==> src/rtl/hs4_pkg.sv <==
package hs4_pkg;
    typedef enum logic [1:0] {
        M_IDLE  = 2'd0,
        M_SETUP = 2'd1,
        M_REQ   = 2'd2,
        M_REL   = 2'd3
    } mst_state_e;

    typedef enum logic {
        S_IDLE = 1'b0,
        S_ACK  = 1'b1
    } slv_state_e;
endpackage

==> src/rtl/hs4_sync.sv <==
module hs4_sync #(
    parameter int STAGES = 2
) (
    input  logic clk,
    input  logic rst_n,
    input  logic d,
    output logic q
);
    logic [STAGES-1:0] chain_q;

    generate
        for (genvar i = 0; i < STAGES; i++) begin : g_stage
            if (i == 0) begin : g_first
                always_ff @(posedge clk or negedge rst_n) begin
                    if (!rst_n) chain_q[0] <= 1'b0;
                    else        chain_q[0] <= d;
                end
            end else begin : g_rest
                always_ff @(posedge clk or negedge rst_n) begin
                    if (!rst_n) chain_q[i] <= 1'b0;
                    else        chain_q[i] <= chain_q[i-1];
                end
            end
        end
    endgenerate

    assign q = chain_q[STAGES-1];
endmodule

==> src/rtl/hs4_master.sv <==
module hs4_master
    import hs4_pkg::*;
#(
    parameter int AW         = 4,
    parameter int DW         = 8,
    parameter int DECODE_CYC = 2
) (
    input  logic          clk,
    input  logic          rst_n,
    input  logic          cmd_valid,
    input  logic          cmd_write,
    input  logic [AW-1:0] cmd_addr,
    input  logic [DW-1:0] cmd_wdata,
    output logic          cmd_ready,
    output logic          rsp_valid,
    output logic [DW-1:0] rsp_rdata,
    input  logic          ack_s,
    input  logic [DW-1:0] bus_rdata,
    output logic          req_o,
    output logic [AW-1:0] addr_o,
    output logic          write_o,
    output logic [DW-1:0] wdata_o,
    output logic          drive_o
);
    localparam int CW = $clog2(DECODE_CYC + 1);

    mst_state_e    state_q, state_d;
    logic [CW-1:0] cnt_q;
    logic [AW-1:0] addr_q;
    logic          write_q;
    logic [DW-1:0] wdata_q;
    logic          take;

    assign take = cmd_valid && (state_q == M_IDLE);

    always_ff @(posedge clk or negedge rst_n) begin
        if (!rst_n) state_q <= M_IDLE;
        else        state_q <= state_d;
    end

    always_comb begin
        state_d = state_q;
        unique case (state_q)
            M_IDLE:  if (cmd_valid)            state_d = M_SETUP;
            M_SETUP: if (cnt_q == CW'(1))      state_d = M_REQ;
            M_REQ:   if (ack_s)                state_d = M_REL;
            M_REL:   if (!ack_s)               state_d = M_IDLE;
        endcase
    end

    always_ff @(posedge clk or negedge rst_n) begin
        if (!rst_n) begin
            cnt_q     <= '0;
            addr_q    <= '0;
            write_q   <= 1'b0;
            wdata_q   <= '0;
            rsp_valid <= 1'b0;
            rsp_rdata <= '0;
        end else begin
            rsp_valid <= (state_q == M_REL) && !ack_s;
            if (take) begin
                cnt_q   <= CW'(DECODE_CYC);
                addr_q  <= cmd_addr;
                write_q <= cmd_write;
                wdata_q <= cmd_wdata;
            end else if (state_q == M_SETUP) begin
                cnt_q <= cnt_q - CW'(1);
            end
            if ((state_q == M_REQ) && ack_s && !write_q)
                rsp_rdata <= bus_rdata;
        end
    end

    assign cmd_ready = (state_q == M_IDLE);
    assign req_o     = (state_q == M_REQ);
    assign addr_o    = addr_q;
    assign write_o   = write_q;
    assign wdata_o   = wdata_q;
    assign drive_o   = write_q && ((state_q == M_SETUP) || (state_q == M_REQ));

    // lines frozen while strobes are in flight
    a_r3_addr_frozen: assert property (@(posedge clk) disable iff (!rst_n)
        (state_q == M_REQ || state_q == M_REL) |=> $stable(addr_q) && $stable(write_q));

    // request drops only after the synchronised acknowledge
    a_r7_req_after_ack: assert property (@(posedge clk) disable iff (!rst_n)
        $fell(req_o) |-> ack_s);

    // completion is a single-cycle pulse
    a_r9_rsp_pulse: assert property (@(posedge clk) disable iff (!rst_n)
        rsp_valid |=> !rsp_valid);
endmodule

==> src/rtl/hs4_slave.sv <==
module hs4_slave
    import hs4_pkg::*;
#(
    parameter int AW = 4,
    parameter int DW = 8
) (
    input  logic          clk,
    input  logic          rst_n,
    input  logic          req_s,
    input  logic [AW-1:0] addr_i,
    input  logic          write_i,
    input  logic [DW-1:0] wdata_i,
    output logic          ack_o,
    output logic [DW-1:0] rdata_o,
    output logic          drive_o
);
    localparam int DEPTH = 1 << AW;

    slv_state_e    state_q, state_d;
    logic [DW-1:0] mem_q [DEPTH];

    always_ff @(posedge clk or negedge rst_n) begin
        if (!rst_n) state_q <= S_IDLE;
        else        state_q <= state_d;
    end

    always_comb begin
        state_d = state_q;
        unique case (state_q)
            S_IDLE: if (req_s)  state_d = S_ACK;
            S_ACK:  if (!req_s) state_d = S_IDLE;
        endcase
    end

    always_ff @(posedge clk or negedge rst_n) begin
        if (!rst_n) begin
            for (int i = 0; i < DEPTH; i++) mem_q[i] <= '0;
        end else if ((state_q == S_IDLE) && req_s && write_i) begin
            mem_q[addr_i] <= wdata_i;
        end
    end

    assign ack_o   = (state_q == S_ACK);
    assign rdata_o = mem_q[addr_i];
    assign drive_o = (state_q == S_ACK) && !write_i;

    // acknowledge rises only on a seen request
    a_r4_ack_needs_req: assert property (@(posedge clk) disable iff (!rst_n)
        $rose(ack_o) |-> req_s);

    // acknowledge falls only after request seen low
    a_r8_ack_after_req_low: assert property (@(posedge clk) disable iff (!rst_n)
        $fell(ack_o) |-> !req_s);
endmodule

==> src/rtl/hs4_link.sv <==
module hs4_link #(
    parameter int AW         = 4,
    parameter int DW         = 8,
    parameter int DECODE_CYC = 2
) (
    input  logic          clk,
    input  logic          rst_n,
    input  logic          cmd_valid,
    input  logic          cmd_write,
    input  logic [AW-1:0] cmd_addr,
    input  logic [DW-1:0] cmd_wdata,
    output logic          cmd_ready,
    output logic          rsp_valid,
    output logic [DW-1:0] rsp_rdata,
    output logic          bus_req,
    output logic          bus_ack,
    output logic [AW-1:0] bus_addr,
    output logic          bus_write,
    output logic [DW-1:0] bus_data,
    output logic          mst_drive,
    output logic          slv_drive
);
    logic          req_seen, ack_seen;
    logic [DW-1:0] m_wdata, s_rdata;

    hs4_sync #(.STAGES(2)) u_req_sync (
        .clk(clk), .rst_n(rst_n), .d(bus_req), .q(req_seen)
    );

    hs4_sync #(.STAGES(2)) u_ack_sync (
        .clk(clk), .rst_n(rst_n), .d(bus_ack), .q(ack_seen)
    );

    hs4_master #(.AW(AW), .DW(DW), .DECODE_CYC(DECODE_CYC)) u_mst (
        .clk(clk), .rst_n(rst_n),
        .cmd_valid(cmd_valid), .cmd_write(cmd_write),
        .cmd_addr(cmd_addr), .cmd_wdata(cmd_wdata),
        .cmd_ready(cmd_ready), .rsp_valid(rsp_valid), .rsp_rdata(rsp_rdata),
        .ack_s(ack_seen), .bus_rdata(bus_data),
        .req_o(bus_req), .addr_o(bus_addr), .write_o(bus_write),
        .wdata_o(m_wdata), .drive_o(mst_drive)
    );

    hs4_slave #(.AW(AW), .DW(DW)) u_slv (
        .clk(clk), .rst_n(rst_n),
        .req_s(req_seen), .addr_i(bus_addr), .write_i(bus_write),
        .wdata_i(bus_data), .ack_o(bus_ack), .rdata_o(s_rdata),
        .drive_o(slv_drive)
    );

    always_comb begin
        if (mst_drive)      bus_data = m_wdata;
        else if (slv_drive) bus_data = s_rdata;
        else                bus_data = '0;
    end

    // never two drivers on the data lines
    a_r10_one_driver: assert property (@(posedge clk) disable iff (!rst_n)
        !(mst_drive && slv_drive));

    // request never rises into a standing acknowledge
    a_r2_req_rise_clean: assert property (@(posedge clk) disable iff (!rst_n)
        $rose(bus_req) |-> !bus_ack);
endmodule

==> config.mk <==
export PLATFORM = sky130hd
export DESIGN_NAME = hs4_link
export DESIGN_NICKNAME = d
export VERILOG_FILES = /design/src/rtl/hs4_pkg.sv /design/src/rtl/hs4_sync.sv /design/src/rtl/hs4_master.sv /design/src/rtl/hs4_slave.sv /design/src/rtl/hs4_link.sv
export SDC_FILE = /design/constraint.sdc
export NUM_CORES = 1
export LEC_CHECK = 0
export ABC_AREA = 1
export BUFFER_PORTS_ARGS = -buffer_cell sky130_fd_sc_hd__buf_2
export CELL_PAD_IN_SITES_DETAIL_PLACEMENT = 1
export CELL_PAD_IN_SITES_GLOBAL_PLACEMENT = 1
export CORE_MARGIN = 5
export CORE_UTILIZATION = 46
export CTS_BUF_LIST = sky130_fd_sc_hd__clkbuf_8
export DETAILED_ROUTE_END_ITERATION = 8
export GPL_TIMING_DRIVEN = 1
export PLACE_DENSITY_LB_ADDON = 0.05
export SETUP_SLACK_MARGIN = 0.1
export SYNTH_ARGS = -nofsm -noshare
export SYNTH_HDL_FRONTEND = slang
export SYNTH_SLANG_ARGS = --single-unit
==> constraint.sdc <==
create_clock -name clk -period 2 [get_ports clk]
set_input_delay 0.2 -clock clk [delete_from_list [all_inputs] [get_ports clk]]
set_output_delay 0.2 -clock clk [all_outputs]
set_load 0.05 [all_outputs]
; ---- Yosys cells after proc, flatten, opt, wreduce, memory -nomap -nowiden
; Cells that the tools add are included.
; W data, S select, Z words.
[totals]
regBits = 159
latchBits = 0
ram_bits = 0
romBits = 0
inputBits = 16
elab_cells = 72
mem_count = 0
[classes]
addsub = 1
multipliers = 0
n_div = 0
n_lt_le_gt_ge = 2
n_eq_ne = 8
shift = 0
mux = 16
bitwise = 2
n_reduce_logical = 15
[op_table]
columns = cell, count
row1 = $bwmux W128, 1
row2 = $mux W8, 5
row3 = $bmux W8 S4, 1
row4 = $demux W8 S4, 1
row5 = $mux W2, 6
row6 = $logic_and A1 B1 Y1, 9
row7 = $pmux W2 S4, 1
row8 = $ge A5 B5 Y1 const B, 1
row9 = $lt A5 B1 Y1 const B, 1
row10 = $not A4 Y5, 1
row11 = $eq A2 B1 Y1 const B, 2
row12 = $eq A2 B2 Y1 const B, 2
row13 = $ne A2 B1 Y1 const B, 2
row14 = $ne A2 B2 Y1 const B, 2
row15 = $reduce_and A4 Y1, 1
row16 = $logic_not A1 Y1, 2
row17 = $logic_not A2 Y1, 1
row18 = $reduce_bool A2 Y1, 1
row19 = $sub A2 B1 Y2 const B, 1
row20 = $logic_or A1 B1 Y1, 1
row21 = $mux W1, 1
row22 = $not A1 Y1, 1

; ---- Logic depth before layout (Yosys ltp)
; Gate-level depths: netlist (run 1).
[logic_depth]
word_depth = 7
depth_mapped = 14
depth_no_buf = 11

; ---- By module
; From an unflattened synthesis (run 1), not the netlist that was laid out.
[unflattened]
cells_unflattened = 997
area_unflattened_um2 = 7574.8
[modules_own_cells]
columns = mod, n_inst, cells_each, area_each_um2, seq_area_each_um2
row1 = hs4_slave, 1, 837, 6168.4, 3228.1
row2 = hs4_master, 1, 129, 1186.1, 650.6
row3 = hs4_link, 1, 27, 120.1, 0.0
row4 = hs4_sync, 2, 2, 50.0, 50.0

; ---- Least setup slack after synthesis (run 1)
; OpenSTA, ideal clock, no wires.
[synth_timing]
path_type = reg2reg
start = register u_slv.state_q, in the netlist u_slv.ack_o
end = register u_mst.rsp_rdata[0]
t_arrival_ns = 2.343
required_time_ns = 1.934
path_slack_ns = -0.409
path_stages_with_launch = 8
n_path_buf = 1
cell_sequence = dfrtp_1 > inv_1 > nor2_1 > o21ai_1 > nand2_2 > buf_4 > nand2_1 > nand2_1
[synth_between]
elab_chain_len = 3
[synth_lines]
columns = element, line
row1 = from (decl), hs4_slave.sv:19  ; slv_state_e state_q, state_d;
row2 = from (signal assigned), hs4_slave.sv:24  ; else state_q <= state_d;
row3 = $logic_and A1 B1 Y1, hs4_slave.sv:45  ; assign drive_o = (state_q == S_ACK) && !write_i;
row4 = via slv_drive, hs4_link.sv:21  ; output logic slv_drive
row5 = $mux W8, hs4_link.sv:53  ; else if (slv_drive) bus_data = s_rdata;
row6 = $mux W8, hs4_link.sv:52  ; if (mst_drive) bus_data = m_wdata;
row7 = via bus_data[0], hs4_link.sv:19  ; output logic [DW-1:0] bus_data,
row8 = to (signal assigned), hs4_master.sv:70  ; rsp_rdata <= bus_rdata;
row9 = to (decl), hs4_master.sv:16  ; output logic [DW-1:0] rsp_rdata,
; The timed path passes the listed nets, and every way through them passes these cells.
; A chain may end at the register's enable or synchronous reset.

; ---- Worst setup path in the final report (run 1)
[layout_timing]
start = register u_mst.addr_q[0], in the netlist u_mst.addr_o[0]
end = output bus_data[2]
[layout_between]
elab_chain_len = 6
[layout_lines]
columns = element, line
row1 = from (decl), hs4_master.sv:29  ; logic [AW-1:0] addr_q;
row2 = from (signal assigned), hs4_master.sv:63  ; addr_q <= cmd_addr;
row3 = $not A4 Y5 (implied by the code), hs4_slave.sv:44  ; assign rdata_o = mem_q[addr_i];
row4 = $bmux W8 S4, hs4_slave.sv:44
row5 = $mux W8 (implied by the code) (2 in a row), hs4_slave.sv:44
row6 = $mux W8, hs4_link.sv:53
row7 = $mux W8, hs4_link.sv:52
row8 = to (decl), hs4_link.sv:19
; Every way passes these cells. The select of a mux whose other input is x is not followed.

==> results of run 1 <==
==> logic make-up (layout without fill, tap and decap cells) <==
family | count (synthesis) | count (layout) | share of synthesized area, %
simple gates | 826 | 826 | 41.5
compound gates | 17 | 17 | 1.20
fa+ha+maj | 6 | 6 | 0.976
buf+inv | 69 | 201 | 4.49
flops | 159 | 159 | 51.7
xor+xnor | 1 | 1 | 0.114
==> cells in the final DEF, fill, tap and decap left out, types with 2 or more instances in the layout <==
cell type | Yosys | routed
sky130_fd_sc_hd__buf_4 | 15 | 41
sky130_fd_sc_hd__bufinv_16 | 0 | 2
sky130_fd_sc_hd__buf_8 | 0 | 13
sky130_fd_sc_hd__inv_8 | 0 | 2
sky130_fd_sc_hd__clkbuf_8 | 0 | 17
sky130_fd_sc_hd__buf_12 | 0 | 11
sky130_fd_sc_hd__o21ai_0 | 6 | 6
sky130_fd_sc_hd__nor2_1 | 3 | 2
sky130_fd_sc_hd__inv_6 | 0 | 4
sky130_fd_sc_hd__buf_16 | 0 | 6
sky130_fd_sc_hd__nand2_2 | 8 | 74
sky130_fd_sc_hd__dlygate4sd3_1 | 0 | 14
sky130_fd_sc_hd__nor2_4 | 4 | 5
sky130_fd_sc_hd__clkinv_2 | 0 | 3
sky130_fd_sc_hd__clkinv_4 | 0 | 3
sky130_fd_sc_hd__nand2_1 | 791 | 722
sky130_fd_sc_hd__dfrtp_2 | 0 | 5
sky130_fd_sc_hd__inv_1 | 32 | 30
sky130_fd_sc_hd__clkinvlp_4 | 0 | 2
sky130_fd_sc_hd__nor2_2 | 14 | 14
sky130_fd_sc_hd__dfrtp_1 | 159 | 154
sky130_fd_sc_hd__nand3_1 | 4 | 4
sky130_fd_sc_hd__bufbuf_16 | 0 | 2
sky130_fd_sc_hd__inv_2 | 4 | 5
sky130_fd_sc_hd__ha_1 | 6 | 5
sky130_fd_sc_hd__buf_6 | 2 | 13
sky130_fd_sc_hd__buf_2 | 12 | 31
sky130_fd_sc_hd__o21ai_2 | 0 | 7
sky130_fd_sc_hd__nand2_4 | 0 | 3
==> critical path: cells and delay by family, from the launching register on <==
kind / cells / cell delay, ns
compound gates: 1 / 0.17
simple gates: 7 / 0.52
flops: 1 / 0.45
buf+inv: 4 / 0.58
==> sequential cells by signal, indices dropped and copies added, names as in the netlist <==
name	count
u_req_sync.q	1
u_mst.addr_o	4
u_mst.wdata_o	8
u_ack_sync.q	1
u_mst.state_q	2
u_slv.ack_o	1
u_mst.cnt_q	2
u_mst.write_o	1
u_mst.rsp_valid	1
u_slv.mem_q	128
u_ack_sync.chain_q	1
u_req_sync.chain_q	1
u_mst.rsp_rdata	8
==> power by group through the flow <==
stage	Sequential (mW)	Clock (mW)	Combinational (mW)
after floorplan	4.64	0	2.40
after global placement	4.25	0	4.28
after detailed placement	4.26	0	4.36
after CTS	4.22	2.51	5.55
after global routing	4.33	2.67	6.17
final	4.26	2.48	5.86
==> worst max-delay path by stage <==
stage,to,start,cells after the start
2_1_floorplan,bus_data[4],u_mst.addr_o[1],9
3_3_place_gp,bus_data[4],u_mst.addr_o[0],11
3_5_place_dp,bus_data[5],u_mst.addr_o[0],10
4_1_cts,bus_data[4],u_mst.addr_o[0],11
5_1_grt,bus_data[2],u_mst.addr_o[0],12
6_report,bus_data[2],u_mst.addr_o[0],12
==> synthesized netlist by cell type <==
cell type | instances | share of area, %
sky130_fd_sc_hd__nand2_1 | 791 | 39
sky130_fd_sc_hd__dfrtp_1 | 159 | 52
sky130_fd_sc_hd__inv_1 | 32 | 1.6
sky130_fd_sc_hd__buf_4 | 15 | 1.5
sky130_fd_sc_hd__nor2_2 | 14 | 1.1
sky130_fd_sc_hd__buf_2 | 12 | 0.78
sky130_fd_sc_hd__nand2_2 | 8 | 0.65
sky130_fd_sc_hd__o21ai_1 | 8 | 0.52
sky130_fd_sc_hd__ha_1 | 6 | 0.98
sky130_fd_sc_hd__o21ai_0 | 6 | 0.39
sky130_fd_sc_hd__inv_2 | 4 | 0.20
sky130_fd_sc_hd__nand3_1 | 4 | 0.26
sky130_fd_sc_hd__nor2_4 | 4 | 0.59
sky130_fd_sc_hd__nor2_1 | 3 | 0.15
sky130_fd_sc_hd__buf_6 | 2 | 0.29
sky130_fd_sc_hd__clkbuf_1 | 2 | 0.098
sky130_fd_sc_hd__nor3_1 | 2 | 0.13
sky130_fd_sc_hd__a221oi_1 | 1 | 0.11
sky130_fd_sc_hd__buf_1 | 1 | 0.049
sky130_fd_sc_hd__clkinv_1 | 1 | 0.049
sky130_fd_sc_hd__o211ai_1 | 1 | 0.098
sky130_fd_sc_hd__o22ai_1 | 1 | 0.081
sky130_fd_sc_hd__xnor2_1 | 1 | 0.11
==> timing repair <==
action / CTS / global route
gates resized for setup: 83 / 72
endpoints found under the hold margin: 87 / 0
pin swaps: 23 / 38
hold buffers: 14 / 0
endpoints found under the setup margin: 34 / 146
setup buffers: 14 / 4
gates cloned: 9 / 1
==> per-layer routing <==
layer | wire length [µm] | GRT usage (%)
met1 | 12500 | 39.8
met5 | 0 | 0
met3 | 1690 | 6.48
met2 | 13900 | 48.6
met4 | 707 | 10.1
==> metrics by stage <==
| step | setup WS (ns) | hold WS, ns | total power, mW |
|---|---|---|---|
| 3_3_place_gp | 0.132 | 0.121 | 8.53 |
| 3_5_place_dp | 0.107 | 0.123 | 8.62 |
| 2_1_floorplan | 0.121 | -0.0956 | 7.04 |
| 5_1_grt | -0.469 | 0.220 | 13.2 |
| 6_report | -0.368 | 0.194 | 12.6 |
| 4_1_cts | -0.323 | 0.149 | 12.3 |
==> final cells by class <==
type / instances / area [µm²] / share of cell area [%]
timing repair buffer: 133 / 1430 / 14.5
sequential: 159 / 3990 / 40.5
clock buffer: 17 / 234 / 2.38
inverter: 37 / 149 / 1.51
clock inverter: 14 / 156 / 1.59
tap: 220 / 275 / 2.80
multi-input combinational: 850 / 3610 / 36.7
==> implementation parameters, run 1 <==
Parameter                              Value

Place
  Placed instance count ... between 1000 and 1500
  Count of buffers from port buffering ... 42
  Routability congestion estimate from global placement ... 0.834
  Post-Place Cell Area ... approximately 8500 µm²
  Half-perimeter wire length of the detailed placement result ... approximately 17000 µm

Setup path
  Critical-path cell with the highest stage delay ... sky130_fd_sc_hd__dfrtp_2
  Crit-path cells ... clkinv_4 -> buf_12 -> buf_16 -> nand2_2 -> nand2_1 -> nand2_1 -> nand2_1 -> nand2_1 -> nand2_2 -> o21ai_2 -> nand2_2 -> buf_8
  End of the worst register-to-register path ... u_slv.mem_q[42]
  Data arrival time of the critical path ... roughly 2.2 ns
  CP Launch Type ... flop
  Required time reported for the critical path endpoint ... about 1.8 ns
  Kind of capture point of the worst setup path ... output pin
  Crit path max fanout ... 7
  Critical Path Max Stage Delay ... approximately 0.45 ns
  Crit Path Class ... flop to output pin
  Worst setup slack for register-to-register paths ... -0.29 ns
  Number of cell instances on the worst register-to-register path ... 16
  R2r startpoint ... u_mst.addr_o[0]
  CP dominant cell by count ... sky130_fd_sc_hd__nand2_1

Run
  Number of maximum-capacitance constraint violations ... 0

Floorplanning
  Area inside the core boundary ... 16500 µm²
  Die Ht ... between 100 and 150 µm
  Die footprint ... around 19000 µm²
  Placement Rows ... 47
  Effective utilization at floorplan ... about 47%
  IO Count ... 43
  Die X-Extent ... about 140 µm

Routing
  DRC viols ... 0
  Number of nets with antenna violations after detailed routing ... 0
  Drt wl/cell ... roughly 20 µm
  Detailed-routing iteration count for the pre-antenna-repair pass ... 7
  Vias per cell ... between 5 and 6
  Wirelength, routed ... slightly below 30000 µm
  DRC marker count from the first detailed-route iteration ... just over 600
  Total via count in the routed design ... approximately 7600

Yosys
  Syn Std Cell Area ... between 7000 and 8000 µm²
  Mean instance size in the synthesized netlist ... 7.14 µm²
  Count of state elements after synthesis ... 159
  Number of instances in the synthesized netlist ... roughly 1100
  Total of warnings raised by yosys ... 0
  Share of synthesized area occupied by flip-flops and latches ... 51.7%
  Synth cell types ... 23
  Number of nets produced by synthesis ... 1100

Finish
  Fraction of final layout cells with drive strength greater than 1 ... 22.1%
  Design Area, Final ... just under 10000 µm²
  Antenna Cells ... 0
  P&R area growth vs syn ... 27.9%
  Number of fill cells in the layout ... roughly 2100
  Nets@finish ... around 1200
  Filler-free cell count of the finished design ... about 1400
  Fraction of the core area covered by cells at the end of the flow ... between 50% and 60%

CTS
  H-tree levels ... 4
  Clk sink count ... 159
  Clock-pin slew on the worst setup and hold paths ... about 0.090 ns
  Number of buffers between clock root and the deepest sink ... 2
  Num CTS Buffers ... 17
  CTS Root Cell ... sky130_fd_sc_hd__clkbuf_8
  Clock insertion delay at the later pin of the skew report ... around 0.46 ns
  TritonCTS clock tree ... yes

Pwr
  Relative contribution of combinational cells to total power ... between 40% and 50%
  Power dissipated by switching net loads ... about 5.6 mW
  Worst vdd rail ir drop ... 0.971 mV
  Clock network fraction of design power ... between 15 and 20%
  Part of the power in registers ... between 30 and 40%
  Cell area power density ... 1280 nW/µm²
  Internal power ... between 6 and 7 mW
  Sw Share ... approximately 45%
  Leakage power summed over all cells ... 5.61 nW

Worst hold path
  WHS Path Cells ... 4
  Worst Hold End ... u_mst.state_q[0]
  Class of the tightest hold or removal check ... input port to flop
  Start point of the worst hold path ... cmd_valid

STA
  Worst-Margin Slew ... between 0.5 and 0.6 ns
  Final-layout setup total negative slack ... -13.23 ns
  Setup repair after global routing missed its margin ... true
  Final hold violation count ... 0
  Clock tree skew after final layout ... around 0.012 ns
  Period minus WS final ... around 2.4 ns
  Period utilization ... 118%
  Maximum clock frequency ... between 0.4 and 0.5 GHz
  Setup ws final ... -0.368 ns
  Worst rel slew slack ... about two thirds
  Number of slew-limit violations in the final report ... 0
  Setup Viol. Count Final ... 121

GRT
  Number of global-route vias before repair ... just over 8000
  First-pass GRT wire length ... 45300 µm
  Maximum number of pins on one net before global-route repair ... 52
  Gr ovfl total ... 0
  Global routing usage summed across all routing layers ... 29.9%
  Antenna violations before repair ... 0

Outcome
  Outcome ... finished, violations left
  Violations in the final reports ... setup timing
No activity file was read; power rests on OpenSTA's default activity.
==> run 2: changes to the inputs <==
CELL_PAD_IN_SITES_DETAIL_PLACEMENT = 2   (was 1)
CELL_PAD_IN_SITES_GLOBAL_PLACEMENT = 2   (was 1)
CORE_UTILIZATION = 36   (was 46)
==> implementation parameters, run 2 (synthesized netlist as in run 1, its figures left out) <==
Parameter                              Value

Pwr
  Leakage power summed over all cells ... 5.65 nW (+0.75%)
  Post-route total power ... 13.1 mW (+4.2%)
  Worst vdd rail ir drop ... 0.753 mV (-22%)
  Cell area power density ... 1310 nW/µm² (+2.5%)

Worst hold path
  Worst Hold End ... u_mst.state_q[1]
  Start point of the worst hold path ... cmd_valid
  WHS Path Cells ... 5 (+1)
  Class of the tightest hold or removal check ... input port to flop

Run
  Number of maximum-capacitance constraint violations ... 0 (unchanged)

GRT
  First-pass GRT wire length ... 50700 µm (+12%)
  Gr ovfl total ... 0 (unchanged)
  Number of global-route vias before repair ... 8646 (+7.1%)
  Global routing usage summed across all routing layers ... 27.4% (-2.5 points)
  Maximum number of pins on one net before global-route repair ... 45 (-13%)
  Antenna violations before repair ... 0 (unchanged)

Place
  Half-perimeter wire length of the detailed placement result ... 20100 µm (+17%)
  Count of buffers from port buffering ... 42 (unchanged)
  Placement-stage worst setup slack ... -0.0406 ns (-0.148 ns)
  Routability congestion estimate from global placement ... 0.799 (-4.3%)
  Placed instance count ... 1423 (+4.7%)
  Post-Place Cell Area ... 8610 µm² (+1.6%)

Finish
  Fraction of final layout cells with drive strength greater than 1 ... 22.0% (-0.18 points)
  Most common library cell in the layout ignoring fill and taps ... sky130_fd_sc_hd__nand2_1
  Largest register FFs ... 128 (unchanged)
  Most frequent cells in the layout ... sky130_fd_sc_hd__nand2_1 (734), sky130_fd_sc_hd__dfrtp_1 (154), sky130_fd_sc_hd__nand2_2 (63)
  Top reg by flops ... u_slv.mem_q
  P&R area growth vs syn ... 29.9%
  Nets@finish ... 1230 (+0.82%)
  Design Area, Final ... 10000 µm² (+1.6%)
  Filler-free cell count of the finished design ... 1495 (+4.5%)
  Antenna Cells ... 0 (unchanged)
  Fraction of the core area covered by cells at the end of the flow ... 47.6% (-12 points)

CTS
  Clock insertion delay at the later pin of the skew report ... 0.47 ns (about the same)
  TritonCTS clock tree ... yes
  CTS Root Cell ... sky130_fd_sc_hd__clkbuf_8
  Clock-pin slew on the worst setup and hold paths ... 0.10 ns (about the same)
  H-tree levels ... 4 (unchanged)
  Num CTS Buffers ... 17 (unchanged)
  Number of buffers between clock root and the deepest sink ... 2 (unchanged)
  Clk sink count ... 159 (unchanged)

Outcome
  Outcome ... finished, violations left
  Violations in the final reports ... setup timing

Setup path
  Crit Path Class ... flop to output pin
  Required time reported for the critical path endpoint ... 1.80 ns (about the same)
  Crit path max fanout ... 9 (+2)
  End of the worst register-to-register path ... u_slv.mem_q[36]
  Worst setup slack for register-to-register paths ... -0.30 ns (about the same)
  Number of cell instances on the worst register-to-register path ... 15 (-1)
  R2r startpoint ... u_mst.addr_o[0]
  Kind of capture point of the worst setup path ... output pin
  CP Launch Type ... flop
  Data arrival time of the critical path ... 2.25 ns (+0.08 ns)

Routing
  DRC viols ... 0 (unchanged)
  Number of nets with antenna violations after detailed routing ... 0 (unchanged)
  DRC marker count from the first detailed-route iteration ... 447 (-27%)
  Detailed-routing iteration count for the pre-antenna-repair pass ... 7 (unchanged)
  Drt wl/cell ... 23.3 µm (+16%)
  Vias per cell ... 5.22 (-1.7%)
  Total via count in the routed design ... 7805 (+2.8%)
  Wirelength, routed ... 34800 µm (+21%)

STA
  Worst hold-check slack ... 0.166 ns (-0.0279 ns)
  Number of slew-limit violations in the final report ... 0 (unchanged)
  Setup ws final ... -0.446 ns (-0.0787 ns)
  Clock tree skew after final layout ... 0.0208 ns (+0.00842 ns)
  Setup Viol. Count Final ... 118 (-2.5%)
  Final-layout setup total negative slack ... -21.19 ns (-7.95 ns)
  Setup repair after global routing missed its margin ... true
  Worst rel slew slack ... 64.8% (-0.95 points)
  Period minus WS final ... 2.45 ns (+0.0787 ns)
  Final hold violation count ... 0 (unchanged)
  Worst-Margin Slew ... 0.527 ns (+0.0142 ns)
  Period utilization ... 122% (+3.9 points)
  Maximum clock frequency ... 0.409 GHz (-3.2%)

Floorplanning
  Die X-Extent ... 156 µm (+12%)
  Area inside the core boundary ... 21000 µm² (+27%)
  Placement Rows ... 53 (+13%)
  Die Ht ... 156 µm (+12%)
  Effective utilization at floorplan ... 36.6% (-10 points)
  Die footprint ... 24400 µm² (+26%)
  IO Count ... 43 (unchanged)
[run 2: changes by cell type in the layout (fill, tap and decap cells not counted), moves of 3 or more]
cell / before / now
sky130_fd_sc_hd__nand2_1: 722 / 734
sky130_fd_sc_hd__nand2_2: 74 / 63
sky130_fd_sc_hd__buf_4: 41 / 46
sky130_fd_sc_hd__buf_6: 13 / 18
sky130_fd_sc_hd__buf_16: 6 / 9
sky130_fd_sc_hd__inv_8: 2 / 5
[run 2: area by class of cell]
| cell class | count | area (µm²) |
|---|---|---|
| multi-input combinational | 850 | 3590 |
| clock buffer | 17 | 234 |
| inverter | 37 | 151 |
| tap | 275 | 344 |
| clock inverter | 14 | 146 |
| fill | 2378 | 11000 |
| timing repair buffer | 143 | 1550 |
| sequential | 159 | 3990 |
[run 2: what timing repair did]
item | in CTS | in global routing
cloned | 9 | 2
endpoints found under the setup margin | 135 | 146
hold endpoints to repair | 52 | 0
hold buffers | 14 | 0
pin swaps | 17 | 9
gates resized for setup | 95 | 54
buffers inserted | 12 | 5
[run 2: worst max path at each step]
stage	startpoint	endpoint	slack, ns	depth (start not counted)
final	u_mst.addr_o[0]	bus_data[5]	-0.45	12
after global routing	u_mst.addr_o[0]	bus_data[7]	-0.56	11
after CTS	u_mst.addr_o[0]	bus_data[7]	-0.40	11
after detailed placement	u_mst.addr_o[0]	u_slv.mem_q[30]	-0.04	12
after global placement	u_mst.addr_o[0]	u_slv.mem_q[41]	0.006	12
after floorplan	u_mst.addr_o[1]	bus_data[4]	0.12	9
[run 2: metal layers]
layer / part of all wire, % / vias to the layer above / global-route usage (%) / routed length [µm]
met5: 0 / - / 0 / 0
met4: 1.9 / 0 / 7.52 / 677
met3: 4.3 / 57 / 4.38 / 1480
met2: 51 / 214 / 47.3 / 17800
met1: 43 / 4041 / 35.8 / 14900
li1: - / 3493 / - / -
[run 2: critical path: stages, from the launching register on]
cell and delay, ns:
sky130_fd_sc_hd__dfrtp_2 0.49, sky130_fd_sc_hd__inv_8 0.13, sky130_fd_sc_hd__buf_6 0.16, sky130_fd_sc_hd__buf_16 0.15, sky130_fd_sc_hd__nand2_1 0.07, sky130_fd_sc_hd__nand2_1 0.08
sky130_fd_sc_hd__nand2_1 0.06, sky130_fd_sc_hd__nand2_1 0.08, sky130_fd_sc_hd__nand2_1 0.07, sky130_fd_sc_hd__nand2_1 0.08, sky130_fd_sc_hd__o21ai_1 0.08, sky130_fd_sc_hd__nand2_2 0.16
sky130_fd_sc_hd__buf_8 0.16
[run 2: where the power goes]
group	switching, mW	total (mW)	internal, mW	leakage (nW)
clock	1.47	2.49	1.03	0.187
combinational	4.10	6.38	2.27	3.28
sequential	0.454	4.26	3.80	2.18
total	6.03	13.1	7.10	5.65
